===== src/rtl/hrc_pkg.sv =====
package hrc_pkg;

  typedef enum logic [1:0] {
    MS_TRACK   = 2'd0,
    MS_ARMED   = 2'd1,
    MS_MEASURE = 2'd2
  } meas_state_e;

  localparam logic [1:0] RATE_E1 = 2'b00;
  localparam logic [1:0] RATE_T1 = 2'b01;

endpackage


===== src/rtl/hrc_ref_mux.sv =====
module hrc_ref_mux (
  input  logic clk,
  input  logic rst_n,
  input  logic ref_sel,
  input  logic pri_pulse,
  input  logic sec_pulse,
  output logic sel_pulse,
  output logic switch_evt
);

  logic sel_q;
  logic sel_d;

  assign sel_pulse  = ref_sel ? sec_pulse : pri_pulse;
  assign switch_evt = (ref_sel != sel_q);

  always_comb begin
    sel_d = ref_sel;
  end

  always_ff @(posedge clk or negedge rst_n) begin
    if (!rst_n) begin
      sel_q <= 1'b0;
    end else begin
      sel_q <= sel_d;
    end
  end

  // after reset the tracked source is primary, so a held primary choice is no switch
  a_r9_tracks_primary: assert property (@(posedge clk) disable iff (!rst_n)
    ($rose(rst_n) && !ref_sel) |-> !switch_evt);

endmodule


===== src/rtl/hrc_phase_meter.sv =====
module hrc_phase_meter
  import hrc_pkg::*;
#(
  parameter int E1_PER = 16,
  parameter int T1_PER = 20,
  parameter int K8_PER = 64,
  parameter int CW     = 7
) (
  input  logic          clk,
  input  logic          rst_n,
  input  logic [1:0]    freq_sel,
  input  logic          corr_en,
  input  logic          switch_evt,
  input  logic          ref_pulse,
  input  logic          fb_pulse,
  output logic          hold,
  output logic          meas_done,
  output logic [CW-1:0] dly_eff
);

  meas_state_e   state_q, state_d;
  logic [CW-1:0] cnt_q, cnt_d;
  logic [CW-1:0] dly_q, dly_d;
  logic [CW-1:0] period;
  logic [CW-1:0] lim;

  always_comb begin
    unique case (freq_sel)
      RATE_E1: period = CW'(E1_PER);
      RATE_T1: period = CW'(T1_PER);
      default: period = CW'(K8_PER);
    endcase
  end

  assign lim     = period - CW'(1);
  assign hold    = corr_en && (switch_evt || (state_q != MS_TRACK));
  assign dly_eff = corr_en ? dly_q : '0;

  always_comb begin
    state_d   = state_q;
    cnt_d     = cnt_q;
    dly_d     = dly_q;
    meas_done = 1'b0;
    if (!corr_en) begin
      state_d = MS_TRACK;
      cnt_d   = '0;
    end else if (switch_evt || (state_q == MS_ARMED)) begin
      cnt_d = '0;
      if (ref_pulse) begin
        if (fb_pulse) begin
          dly_d     = '0;
          meas_done = 1'b1;
          state_d   = MS_TRACK;
        end else begin
          state_d = MS_MEASURE;
          cnt_d   = CW'(1);
        end
      end else begin
        state_d = MS_ARMED;
      end
    end else if (state_q == MS_MEASURE) begin
      if (fb_pulse || (cnt_q >= lim)) begin
        dly_d     = cnt_q;
        meas_done = 1'b1;
        state_d   = MS_TRACK;
        cnt_d     = '0;
      end else begin
        cnt_d = cnt_q + CW'(1);
      end
    end
  end

  always_ff @(posedge clk or negedge rst_n) begin
    if (!rst_n) begin
      state_q <= MS_TRACK;
      cnt_q   <= '0;
      dly_q   <= '0;
    end else begin
      state_q <= state_d;
      cnt_q   <= cnt_d;
      dly_q   <= dly_d;
    end
  end

  // a running count never passes the saturation limit
  a_r6_count_capped: assert property (@(posedge clk) disable iff (!rst_n)
    (state_q == MS_MEASURE) |-> (cnt_q <= lim));

  // the stored offset always fits inside one reference period
  a_r6_offset_in_period: assert property (@(posedge clk) disable iff (!rst_n)
    dly_q < period);

  // enable low leaves no measurement pending
  a_r8_idle_when_off: assert property (@(posedge clk) disable iff (!rst_n)
    !corr_en |=> (state_q == MS_TRACK));

  // a select change under enable re-arms unless it completed on the spot
  a_r7_switch_rearms: assert property (@(posedge clk) disable iff (!rst_n)
    (corr_en && switch_evt && !meas_done) |=> (state_q != MS_TRACK));

  // the offset changes only when a measurement completes
  a_r4_offset_only_on_done: assert property (@(posedge clk) disable iff (!rst_n)
    !$past(meas_done) |-> $stable(dly_q));

endmodule


===== src/rtl/hrc_delay_line.sv =====
module hrc_delay_line #(
  parameter int NSLOT = 2,
  parameter int CW    = 7
) (
  input  logic          clk,
  input  logic          rst_n,
  input  logic          load,
  input  logic [CW-1:0] load_val,
  output logic          fire_any
);

  logic [NSLOT-1:0] active_vec;
  logic [NSLOT-1:0] fire;
  logic [NSLOT-1:0] pick;

  always_comb begin
    logic taken;
    taken = 1'b0;
    pick  = '0;
    for (int i = 0; i < NSLOT; i++) begin
      if (!taken && !active_vec[i]) begin
        pick[i] = 1'b1;
        taken   = 1'b1;
      end
    end
  end

  for (genvar i = 0; i < NSLOT; i++) begin : g_slot
    logic          act_q, act_d;
    logic [CW-1:0] c_q, c_d;

    assign fire[i]       = act_q && (c_q == '0);
    assign active_vec[i] = act_q;

    always_comb begin
      act_d = act_q;
      c_d   = c_q;
      if (fire[i]) begin
        act_d = 1'b0;
      end else if (act_q) begin
        c_d = c_q - CW'(1);
      end
      if (load && pick[i]) begin
        act_d = 1'b1;
        c_d   = load_val;
      end
    end

    always_ff @(posedge clk or negedge rst_n) begin
      if (!rst_n) begin
        act_q <= 1'b0;
        c_q   <= '0;
      end else begin
        act_q <= act_d;
        c_q   <= c_d;
      end
    end
  end

  assign fire_any = |fire;

  // a delayed pulse always finds a free slot, so none is lost
  a_r5_slot_free: assert property (@(posedge clk) disable iff (!rst_n)
    load |-> !(&active_vec));

  // two delayed pulses never merge into one output pulse
  a_r5_single_fire: assert property (@(posedge clk) disable iff (!rst_n)
    $onehot0(fire));

endmodule


===== src/rtl/hitless_ref_corrector.sv =====
module hitless_ref_corrector #(
  parameter int E1_PER = 16,
  parameter int T1_PER = 20,
  parameter int K8_PER = 64,
  parameter int NSLOT  = 2
) (
  input  logic       clk,
  input  logic       rst_n,
  input  logic [1:0] freq_sel,
  input  logic       corr_en,
  input  logic       ref_sel,
  input  logic       pri_pulse,
  input  logic       sec_pulse,
  input  logic       fb_pulse,
  output logic       vref_pulse
);

  localparam int MAX_A   = (E1_PER > T1_PER) ? E1_PER : T1_PER;
  localparam int MAX_PER = (MAX_A > K8_PER) ? MAX_A : K8_PER;
  localparam int CW      = $clog2(MAX_PER + 1);

  logic          sel_pulse;
  logic          switch_evt;
  logic          hold;
  logic          meas_done;
  logic [CW-1:0] dly_eff;
  logic          accept;
  logic          direct;
  logic          load;
  logic          fire_any;
  logic          vref_d;
  logic          vref_q;

  hrc_ref_mux u_mux (
    .clk        (clk),
    .rst_n      (rst_n),
    .ref_sel    (ref_sel),
    .pri_pulse  (pri_pulse),
    .sec_pulse  (sec_pulse),
    .sel_pulse  (sel_pulse),
    .switch_evt (switch_evt)
  );

  hrc_phase_meter #(
    .E1_PER (E1_PER),
    .T1_PER (T1_PER),
    .K8_PER (K8_PER),
    .CW     (CW)
  ) u_meter (
    .clk        (clk),
    .rst_n      (rst_n),
    .freq_sel   (freq_sel),
    .corr_en    (corr_en),
    .switch_evt (switch_evt),
    .ref_pulse  (sel_pulse),
    .fb_pulse   (fb_pulse),
    .hold       (hold),
    .meas_done  (meas_done),
    .dly_eff    (dly_eff)
  );

  assign accept = sel_pulse && !hold;
  assign direct = accept && (dly_eff == '0);
  assign load   = accept && (dly_eff != '0);

  hrc_delay_line #(
    .NSLOT (NSLOT),
    .CW    (CW)
  ) u_dline (
    .clk      (clk),
    .rst_n    (rst_n),
    .load     (load),
    .load_val (dly_eff - CW'(1)),
    .fire_any (fire_any)
  );

  always_comb begin
    vref_d = direct || meas_done || fire_any;
  end

  always_ff @(posedge clk or negedge rst_n) begin
    if (!rst_n) begin
      vref_q <= 1'b0;
    end else begin
      vref_q <= vref_d;
    end
  end

  assign vref_pulse = vref_q;

  // a held-off reference pulse never enters the delay path
  a_r3_hold_blocks_load: assert property (@(posedge clk) disable iff (!rst_n)
    hold |-> !load);

  // a finished measurement releases its starting pulse one cycle later
  a_r5_done_emits: assert property (@(posedge clk) disable iff (!rst_n)
    meas_done |=> vref_pulse);

  // with zero delay an accepted pulse appears on the next cycle
  a_r2_direct_next: assert property (@(posedge clk) disable iff (!rst_n)
    (sel_pulse && !hold && !corr_en) |=> vref_pulse);

endmodule


===== config.mk =====
export PLATFORM = sky130hd
export DESIGN_NAME = hitless_ref_corrector
export DESIGN_NICKNAME = d
export VERILOG_FILES = /design/src/rtl/hrc_pkg.sv /design/src/rtl/hrc_ref_mux.sv /design/src/rtl/hrc_phase_meter.sv /design/src/rtl/hrc_delay_line.sv /design/src/rtl/hitless_ref_corrector.sv
export SDC_FILE = /design/constraint.sdc
export NUM_CORES = 1
export LEC_CHECK = 0
export BUFFER_PORTS_ARGS = -buffer_cell sky130_fd_sc_hd__buf_4
export CAP_MARGIN = 20
export CORE_UTILIZATION = 25
export DETAILED_ROUTE_END_ITERATION = 7
export GPL_ROUTABILITY_DRIVEN = 1
export GPL_TIMING_DRIVEN = 0
export MAX_ROUTING_LAYER = met4
export PLACE_DENSITY = 0.44
export SLEW_MARGIN = 20
export SYNTH_ARGS = -nofsm -noshare
export SYNTH_HDL_FRONTEND = slang
export SYNTH_HIERARCHICAL = 1
export SYNTH_SLANG_ARGS = --single-unit

===== constraint.sdc =====
create_clock -name clk -period 2.75 [get_ports clk]
set_input_delay 0.275 -clock clk [delete_from_list [all_inputs] [get_ports clk]]
set_output_delay 0.275 -clock clk [all_outputs]
set_load 0.01 [all_outputs]

==> results.cfg, run 1 <==
[pwr]
p_sw_frac = 0.319
ir_drop_v = 0.000164
clkPwrFrac = 0.269
power_density_mw_per_mm2 = 499
p_sw_uw = 411
p_leak_nw = 1.08
power_frac_seq = 0.476
p_comb_frac = 0.254
power_mw = 1.29
internal_power_uw = 877

[sta]
finalSetupViolCount = 0
finClkSkew_ps = 9.35
fin_crit_sh = 0.939
rsz0062_at_grt = no
relSlewSlack = 0.574
fmax_mhz = 387
tightest_slew_ps = 637
setup_tns_ps = 0
post-route-min-period_ps = 2580
maxSlewViolCount = 0
hold_viol = 0
whs_ps = 134
fin_ws_ps = 168

[global_route]
grt_usage = 0.126
antenna_found_initial = 0
grt_max_degree = 35
grt_pass1_wl_um = 9350
overflow = 0
grt_pass1_vias = 1953

[clocking]
root_buffer = clkbuf_8
cts_buffers = 5
clkSinkCount = 34
cts_tree = done
cts_setup_buffers = 0
htreeDepth = 2
clk_latency_ps = 280
clockBufferDepth = 2
clk_pin_slew_ps = 70

[routing]
wl_per_cell_um = 13.7
vias_per_cell = 4.83
first_pass_iters = 6
vias = 1907
wl_um = 5410
final_antenna_net_count = 0
drt_iter0_markers = 63
drc = 2

[final_layout]
nNetsFinal = 306
regArea_sq_um = 851
multi_input_area_sq_mm = 0.00133
drive_gt1_frac = 0.122
area_delta_synth_final_pct = 12.8
n_antenna_cell = 0
fin_util = 0.293
fillers = 960
instances_no_fill = 395
final_area_sq_mm = 0.00258

[logic_synthesis]
yosysSeqAreaShare = 0.372
ys_ff_latch = 34
synthArstFlopShare = 1.00
netlist_instances = 270
synth_warnings = 6
synth.avg_cell_area_sq_um = 8.48
synth-edff-count = 0
synth_cell_types = 56
synth_nets = 289
synth_top_flop_cell = dfrtp_1
synth_area_sq_mm = 0.00229

[min_path]
hold_path_end = u_mux/sel_q
min_from = ref_sel
worstHoldPathType = in2reg
hold_depth = 1

[floorplan]
start_util = 0.260
coreArea_sq_mm = 0.00881
fp.dieArea_sq_mm = 0.00955
row_count = 34
io_pins = 10
die_width_um = 97.7
dieHeight_um = 97.7

[setup_path]
required_ps = 2910
arrival_ps = 2740
cp.buffers_inverters = 2
critPathMaxFanout = 10
r2r_end = u_dline/g_slot[0].c_q[2]
r2r_start = u_mux/sel_q
cp-end-kind = flop
max_stage_delay_ps = 370
cp_top_family = simple AND/OR/NAND/NOR gates
r2r_slack_ps = 170
r2r_cells = 11
crit_slowest_cell = dfrtp_1
crit_chain = xor2_1 > buf_2 > nor3_1 > nor2_1 > nand2b_1 > a21oi_1 > nor2b_2 > clkbuf_2 > nor2_1 > a21oi_1 > o21ai_0
startpoint_type = flop
critPathKind = reg2reg

[status]
status = complete, but fails checks
violations = DRC

[run]
max_cap_violations = 0

[placement]
placedCellCount = 387
place_area_sq_mm = 0.00249
dp_slack_ps = -284
gp_congestion = 0.800
dp_hpwl_um = 4030
numPortBuffers = 9
[worst max-delay path by stage]
stage / slack (ps) / end / cells after the start / startpoint
2_1_floorplan: 520 / u_dline/g_slot[0].c_q[5] / 10 / corr_en
3_3_place_gp: -280 / u_dline/g_slot[0].c_q[2] / 12 / corr_en
3_5_place_dp: -280 / u_dline/g_slot[0].c_q[2] / 12 / corr_en
4_1_cts: 130 / u_dline/g_slot[0].c_q[2] / 11 / u_mux/sel_q
5_1_grt: 9 / u_dline/g_slot[0].c_q[2] / 11 / u_mux/sel_q
6_report: 170 / u_dline/g_slot[0].c_q[2] / 11 / u_mux/sel_q
[layout make-up]
type / instances / area share
inverter: 20 / 0.0291
clock buffer: 7 / 0.0296
multi-input combinational: 209 / 0.514
tap: 108 / 0.0523
sequential: 34 / 0.329
timing repair buffer: 10 / 0.0300
buffer: 7 / 0.0155
[timing repair]
action                                  CTS  global route
hold buffers                              1             0
endpoints found under the setup margin    1             3
pin swaps                                 0             0
hold endpoints to repair                 34             0
gates cloned                              0             0
gates resized for setup                   1             1
[sequential cells by signal (all words and copies together), names as in the netlist]
name / cells
vref_pulse: 1
u_dline/g_slot.act_q: 2
u_meter/state_q: 2
u_meter/dly_q: 7
u_meter/cnt_q: 7
u_dline/g_slot.c_q: 14
u_mux/sel_q: 1
[synth_stat cells (2+ instances only)]
| master | number | area [sq um] |
|---|---|---|
| nor2b_1 | 9 | 56.3 |
| nand2_1 | 32 | 120 |
| clkbuf_1 | 2 | 7.51 |
| a211oi_1 | 3 | 22.5 |
| nand3_1 | 15 | 75.1 |
| nor3_1 | 7 | 35.0 |
| xor2_1 | 3 | 26.3 |
| o22ai_1 | 8 | 50.1 |
| xnor2_1 | 7 | 61.3 |
| or2_2 | 2 | 12.5 |
| o31ai_1 | 4 | 30.0 |
| and2_1 | 7 | 43.8 |
| and3_1 | 5 | 31.3 |
| buf_4 | 3 | 22.5 |
| o211ai_1 | 3 | 22.5 |
| o21ai_0 | 13 | 65.1 |
| or4_1 | 3 | 22.5 |
| a22oi_1 | 2 | 15.0 |
| dfrtp_1 | 34 | 851 |
| ha_1 | 10 | 125 |
| nand3b_1 | 2 | 15.0 |
| mux2i_1 | 2 | 20.0 |
| inv_1 | 20 | 75.1 |
| nand2b_1 | 5 | 31.3 |
| nor4_1 | 2 | 12.5 |
| a21oi_1 | 11 | 55.1 |
| nor2_1 | 25 | 93.8 |
| a31oi_1 | 3 | 18.8 |
[per-layer routing]
layer	wire length, um	up-vias	GRT usage	share of wire
met2	2520	17	0.201	0.47
met3	107	2	0.0237	0.020
li1	-	980	-	-
met4	39	0	0.0350	0.0072
met5	0	-	-	0
met1	2740	908	0.161	0.51
[worst register-to-register path, cell delays in order, from the launching register on]
cell and delay [ps]:
dfrtp_1 370, xor2_1 130, buf_2 190, nor3_1 210, nor2_1 60, nand2b_1 170
a21oi_1 370, nor2b_2 340, clkbuf_2 290, nor2_1 80, a21oi_1 160, o21ai_0 90
[power groups by stage]
| stage | Sequential, mW | Combinational, mW | Clock (mW) |
|---|---|---|---|
| global placement | 0.623 | 0.329 | 0 |
| detailed placement | 0.623 | 0.330 | 0 |
| floorplan | 0.608 | 0.248 | 0 |
| global route | 0.624 | 0.383 | 0.393 |
| CTS | 0.614 | 0.332 | 0.373 |
| finish | 0.613 | 0.328 | 0.346 |
[layout by cell type, fill, tap and decap left out, types with 8 or more instances in the layout]
master    n
a21oi_1  11
buf_4    12
dfrtp_1  34
ha_1     10
inv_1    20
nand2_1  32
nand3_1  15
nor2_1   25
nor2b_1   8
o21ai_0  13
o22ai_1   8
[cell families (layout without fill, tap and decap cells)]
family	after synthesis	in the layout	share of synthesized area
other	1	1	0.00164
muxes	3	3	0.0153
DFF	34	34	0.372
xor gates and xnor gates	10	10	0.0383
AOI/OAI and AO/OA	64	64	0.199
adders and majority gates	10	10	0.0546
buffers and inverters	27	44	0.0497
and+or+nand+nor	121	121	0.269
(Power assumes the default switching activity.)
==> run 2, diff against run 1 <==
--- a/config.mk
+++ b/config.mk
@@ -16,5 +16,4 @@
 export SLEW_MARGIN = 20
 export SYNTH_ARGS = -nofsm -noshare
 export SYNTH_HDL_FRONTEND = slang
-export SYNTH_HIERARCHICAL = 1
 export SYNTH_SLANG_ARGS = --single-unit
==> run 2 against run 1 <==
Net effect:
- global-route usage grew 0.53 points
- the flow now finishes without violations
- sequential share of layout area grew 2.1 points
- synthesized cell count shrank 12%
- wire length shrank 6.8%
- maximum frequency grew 20%
- highest routed layer unchanged
- critical endpoint is now u_meter.dly_q[2]
- sequential power grew 22%
- clock-buffer cell count is the same
- die area shrank 6.5%
- setup slack gained 440 ps
- critical path type unchanged
- non-clock buffer count grew 3
- first-iteration DRC count grew 24%
==> results.cfg, run 2 <==
[sta]
fin_crit_sh = 0.780
post-route-min-period_ps = 2140
fin_ws_ps = 606
tightest_slew_ps = 556
finalSetupViolCount = 0
fmax_mhz = 466
maxSlewViolCount = 0
rsz0062_at_grt = no
finClkSkew_ps = 6.26
relSlewSlack = 0.628
setup_tns_ps = 0
hold_viol = 0

[routing]
vias = 1740
drc = 0
vias_per_cell = 4.85
first_pass_iters = 6
drt_iter0_markers = 78
final_antenna_net_count = 0
wl_per_cell_um = 14.0
wl_um = 5040

[logic_synthesis]
yosysMostFrequentCell = dfrtp_1
synthArstFlopShare = 1.00
synth.avg_cell_area_sq_um = 9.02
yosys.area.top_type = dfrtp_1
ys_ff_latch = 34
synth-edff-count = 0
netlist.area_leader.share = 0.398
yosys-top-cells-area = dfrtp_1 40%, ha_1 4.7%, nor2_1 4.4%
synth_warnings = 0
synth_nets = 254
yosysSeqAreaShare = 0.398
synth_cell_types = 55
synth_area_sq_mm = 0.00214
synth_top_flop_cell = dfrtp_1
synth_commonest_cells = 34 x dfrtp_1, 25 x nor2_1, 22 x nand2_1, 16 x o21ai_0, 14 x a21oi_1
netlist_instances = 237

[global_route]
grt_max_degree = 35
grt_usage = 0.131
antenna_found_initial = 0
overflow = 0
grt_pass1_wl_um = 8680
grt_pass1_vias = 1685

[setup_path]
required_ps = 2930
critPathKind = reg2reg
r2r_end = u_meter.dly_q[2]
arrival_ps = 2320
cp-end-kind = flop
r2r_slack_ps = 610
r2r_start = u_meter.cnt_q[0]
startpoint_type = flop
r2r_cells = 8
critPathMaxFanout = 10

[final_layout]
n_antenna_cell = 0
final_common_cell = dfrtp_1
area_delta_synth_final_pct = 13.7
largestRegisters = u_dline.g_slot.c_q x14, u_meter.cnt_q x7, u_meter.dly_q x7
fillers = 903
largest_reg_flops = 14
layout_common_cells = 34 x dfrtp_1, 25 x nor2_1, 22 x nand2_1
multi_input_area_sq_mm = 0.00118
regArea_sq_um = 851
regMostFlops = u_dline.g_slot.c_q
drive_gt1_frac = 0.165
nNetsFinal = 270

[floorplan]
row_count = 33
io_pins = 10
dieHeight_um = 94.5
coreArea_sq_mm = 0.00826
start_util = 0.259
die_width_um = 94.5
fp.dieArea_sq_mm = 0.00893

[clocking]
clk_pin_slew_ps = 70
cts_setup_buffers = 0
cts_tree = done
htreeDepth = 2
ctsHoldBuffers = 1
clkSinkCount = 34
clockBufferDepth = 2
root_buffer = clkbuf_8
clk_latency_ps = 290
cts_buffers = 5
post_cts_resized = 0

[min_path]
hold_path_end = u_mux.sel_q
hold_depth = 1
worstHoldPathType = in2reg
min_from = ref_sel

[pwr]
power_mw = 1.79
ir_drop_v = 0.000241
p_leak_nw = 1.03
power_density_mw_per_mm2 = 736

[placement]
gp_congestion = 0.748
dp_slack_ps = 310
numPortBuffers = 8
dp_hpwl_um = 3650

[status]
status = finished, final reports clean

[run]
max_cap_violations = 0
-- run 2: cell type report --
type	instances	share of cell area
multi-input combinational	182	0.487
sequential	34	0.350
tap	105	0.0540
clock buffer	7	0.0355
timing repair buffer	9	0.0288
buffer	11	0.0273
inverter	10	0.0154
clock inverter	1	0.00206
-- run 2: where the power goes --
part | internal [mW] | switching, mW | total [mW] | leakage [nW]
clock network | 0.202 | 0.196 | 0.399 | 0.0482
registers | 0.626 | 0.123 | 0.749 | 0.441
logic | 0.303 | 0.339 | 0.642 | 0.539
-- run 2: worst max-delay path: stages (launching register included) --
cell and delay (ps):
dfrtp_1 480, ha_1 310, a21oi_1 120, o21ai_0 90
a31o_2 240, a31oi_1 210, buf_2 250, nor3_2 120
a22o_1 220
-- run 2: cell families (layout without fill, tap and decap cells) --
family,after synthesis,after routing,synth area share
adders and majority gates,8,8,0.0468
other,1,1,0.00175
buffers and inverters,21,38,0.0486
muxes,4,4,0.0216
AOI/OAI and AO/OA,66,66,0.218
DFF,34,34,0.398
and+or+nand+nor,91,91,0.213
xor gates and xnor gates,12,12,0.0527
-- run 2: layer usage --
| layer | vias to the layer above | track usage | share of wire |
|---|---|---|---|
| met5 | - | - | 0 |
| met1 | 834 | 0.179 | 0.51 |
| met2 | 17 | 0.193 | 0.46 |
| met3 | 5 | 0.0242 | 0.025 |
| li1 | 884 | - | - |
| met4 | 0 | 0.0455 | 0.010 |
-- run 2: through the flow --
step / utilization / hold WS, ps / cell area, sq um / std cells
finish: 0.294 / 147 / 2430 / 359
global route: 0.294 / 142 / 2430 / 359
CTS: 0.294 / 138 / 2430 / 359
detailed placement: 0.282 / 277 / 2330 / 350
global placement: 0.282 / 274 / 2330 / 350
floorplan: - / -20.6 / 2140 / 237
-- run 2: how the worst max path moves through the flow --
stage                                start                  endpoint  slack, ps  cells past startpoint
after detailed placement           corr_en  u_dline.g_slot[0].c_q[4]        310                      8
after global routing               corr_en  u_dline.g_slot[0].c_q[4]        360                      8
after floorplan                    corr_en  u_dline.g_slot[0].c_q[2]        690                      8
final                     u_meter.cnt_q[0]          u_meter.dly_q[2]        610                      8
after global placement             corr_en  u_dline.g_slot[0].c_q[4]        300                      8
after CTS                 u_meter.cnt_q[0]          u_meter.dly_q[2]        570                      8
==> run 3, diff against run 2 <==
--- a/config.mk
+++ b/config.mk
@@ -12,7 +12,7 @@
 export GPL_ROUTABILITY_DRIVEN = 1
 export GPL_TIMING_DRIVEN = 0
 export MAX_ROUTING_LAYER = met4
-export PLACE_DENSITY = 0.44
+export PLACE_DENSITY = 0.46
 export SLEW_MARGIN = 20
 export SYNTH_ARGS = -nofsm -noshare
 export SYNTH_HDL_FRONTEND = slang
==> constraint.sdc (replaced) <==
create_clock -name clk -period 1.7 [get_ports clk]
set_input_delay 0.17 -clock clk [delete_from_list [all_inputs] [get_ports clk]]
set_output_delay 0.17 -clock clk [all_outputs]
set_load 0.01 [all_outputs]
==> run 3 against run 2 <==
Net effect:
- the flow now finishes with violations (setup timing)
- global-route usage rose by 0.71 points
- wire length grew 11%
- die area is the same
- clock skew hardly changed
- critical path depth is the same
- critical path type unchanged
- critical endpoint is now u_dline.g_slot[1].c_q[3]
- maximum frequency grew 12%
- sequential power is 68% higher
- sequential share of layout area shrank 5.1 points
- sequential cell count did not move
- non-clock buffer count up 17
==> results.cfg, run 3 (same netlist as run 2, synthesis figures left out) <==
[status]
status = complete, but fails checks
violations = setup timing

[setup_path]
r2r_cells = 8
r2r_end = u_dline.g_slot[1].c_q[3]
r2r_slack_ps = -220
cp.buffers_inverters = 2
startpoint_type = flop
crit_chain = or4_4 > o21ai_4 > buf_6 > a211oi_4 > buf_4 > nor3_2 > a21oi_1 > o21ai_1
arrival_ps = 2150
cp-end-kind = flop
cp_top_family = simple AND/OR/NAND/NOR gates
crit_slowest_cell = or4_4
critPathMaxFanout = 6
required_ps = 1920
r2r_start = u_meter.dly_q[4]
max_stage_delay_ps = 510
crit_end = u_dline.g_slot[1].c_q[3]
critPathKind = reg2reg
cp.depth = 8
cp-startpoint = u_meter.dly_q[4]

[floorplan]
dieHeight_um = 94.5
coreArea_sq_mm = 0.00826
fp.dieArea_sq_mm = 0.00893
die_width_um = 94.5
row_count = 33
start_util = 0.259
io_pins = 10

[routing]
drc = 0
wl_per_cell_um = 14.9
wl_um = 5600
vias = 1857
first_pass_iters = 4
vias_per_cell = 4.94
final_antenna_net_count = 0
drt_iter0_markers = 69

[global_route]
antenna_found_initial = 0
grt_usage = 0.138
grt_max_degree = 35
overflow = 0
grt_pass1_vias = 1783
grt_pass1_wl_um = 9070

[min_path]
min_from = ref_sel
worstHoldPathType = in2reg

[pwr]
power_mw = 3.31
ir_drop_v = 0.000333
power_density_mw_per_mm2 = 1160
p_leak_nw = 1.18

[sta]
finalSetupViolCount = 30
post-route-min-period_ps = 1920
fmax_mhz = 520
hold_viol = 0
fin_crit_sh = 1.13
finClkSkew_ps = 5.83
fin_ws_ps = -223
maxSlewViolCount = 0
rsz0062_at_grt = yes

[clocking]
clk_latency_ps = 290
clockBufferDepth = 2
clkSinkCount = 34
clk_pin_slew_ps = 80
cts_tree = done
cts_buffers = 5
root_buffer = clkbuf_8
htreeDepth = 2

[final_layout]
n_antenna_cell = 0
fin_util = 0.347
largestRegisters = u_dline.g_slot.c_q x14, u_meter.cnt_q x7, u_meter.dly_q x7
drive_gt1_frac = 0.365
nNetsFinal = 287
area_delta_synth_final_pct = 34.2
regMostFlops = u_dline.g_slot.c_q
layout_common_cells = 29 x dfrtp_1, 22 x buf_4, 21 x nor2_1
final_common_cell = dfrtp_1
largest_reg_flops = 14

[placement]
gp_congestion = 0.771
numPortBuffers = 8
dp_hpwl_um = 3660

[run]
max_cap_violations = 0
## run 3: cell types whose count changed in the layout (fill, tap and decap cells not counted), moves of 5 or more
cell,change
o21ai_0,-14
buf_4,+12
o21ai_1,+10
buf_6,+8
dfrtp_1,-5
dfrtp_2,+5
## run 3: per-stage QoR
stage | cells | TNS [ps] | area (sq um) | hold slack, ps | setup WS (ps)
2_1_floorplan | 237 | -1120 | 2150 | -126 | -118
6_report | 376 | -3580 | 2870 | 64.4 | -223
3_3_place_gp | 350 | -7820 | 2340 | 164 | -389
3_5_place_dp | 350 | -7800 | 2340 | 168 | -424
4_1_cts | 372 | -3090 | 2660 | 52.1 | -220
5_1_grt | 376 | -6180 | 2870 | 59.5 | -317
## run 3: area by class of cell
class / count / area, sq um
Multi-Input combinational cell: 182 / 1430
Timing Repair Buffer: 26 / 214
Fill cell: 873 / 5390
Inverter: 10 / 37.5
Sequential cell: 34 / 857
Buffer: 11 / 90.1
Clock buffer: 8 / 110
Tap cell: 105 / 131
## run 3: per-layer routing
metal / GRT usage / share of wire / up-vias
met2: 0.214 / 0.48 / 34
li1: - / - / 915
met1: 0.183 / 0.48 / 901
met3: 0.0242 / 0.032 / 7
met5: - / 0 / -
met4: 0.0417 / 0.010 / 0
## run 3: how the worst min path moves through the flow
stage	end	slack (ps)	cells after the start
after floorplan	u_dline.g_slot[0].act_q	-130	0
after global placement	u_dline.g_slot[1].c_q[2]	160	1
after detailed placement	u_dline.g_slot[1].c_q[2]	170	1
after CTS	u_mux.sel_q	50	1
after global routing	u_mux.sel_q	60	1
final	u_mux.sel_q	60	1
## run 3: what timing repair did
action | 4_1_cts | 5_1_grt
hold buffers | 1 | 0
endpoints found under the hold margin | 34 | 0
setup buffers | 10 | 4
pin swaps | 15 | 27
endpoints found under the setup margin | 33 | 32
gates resized for setup | 29 | 48
cloned | 3 | 0
## run 3: power breakdown
group / leakage [nW] / switching [mW] / internal, mW
combinational: 0.686 / 0.678 / 0.647
clock: 0.0575 / 0.319 / 0.410
sequential: 0.433 / 0.249 / 1.01
total: 1.18 / 1.25 / 2.07
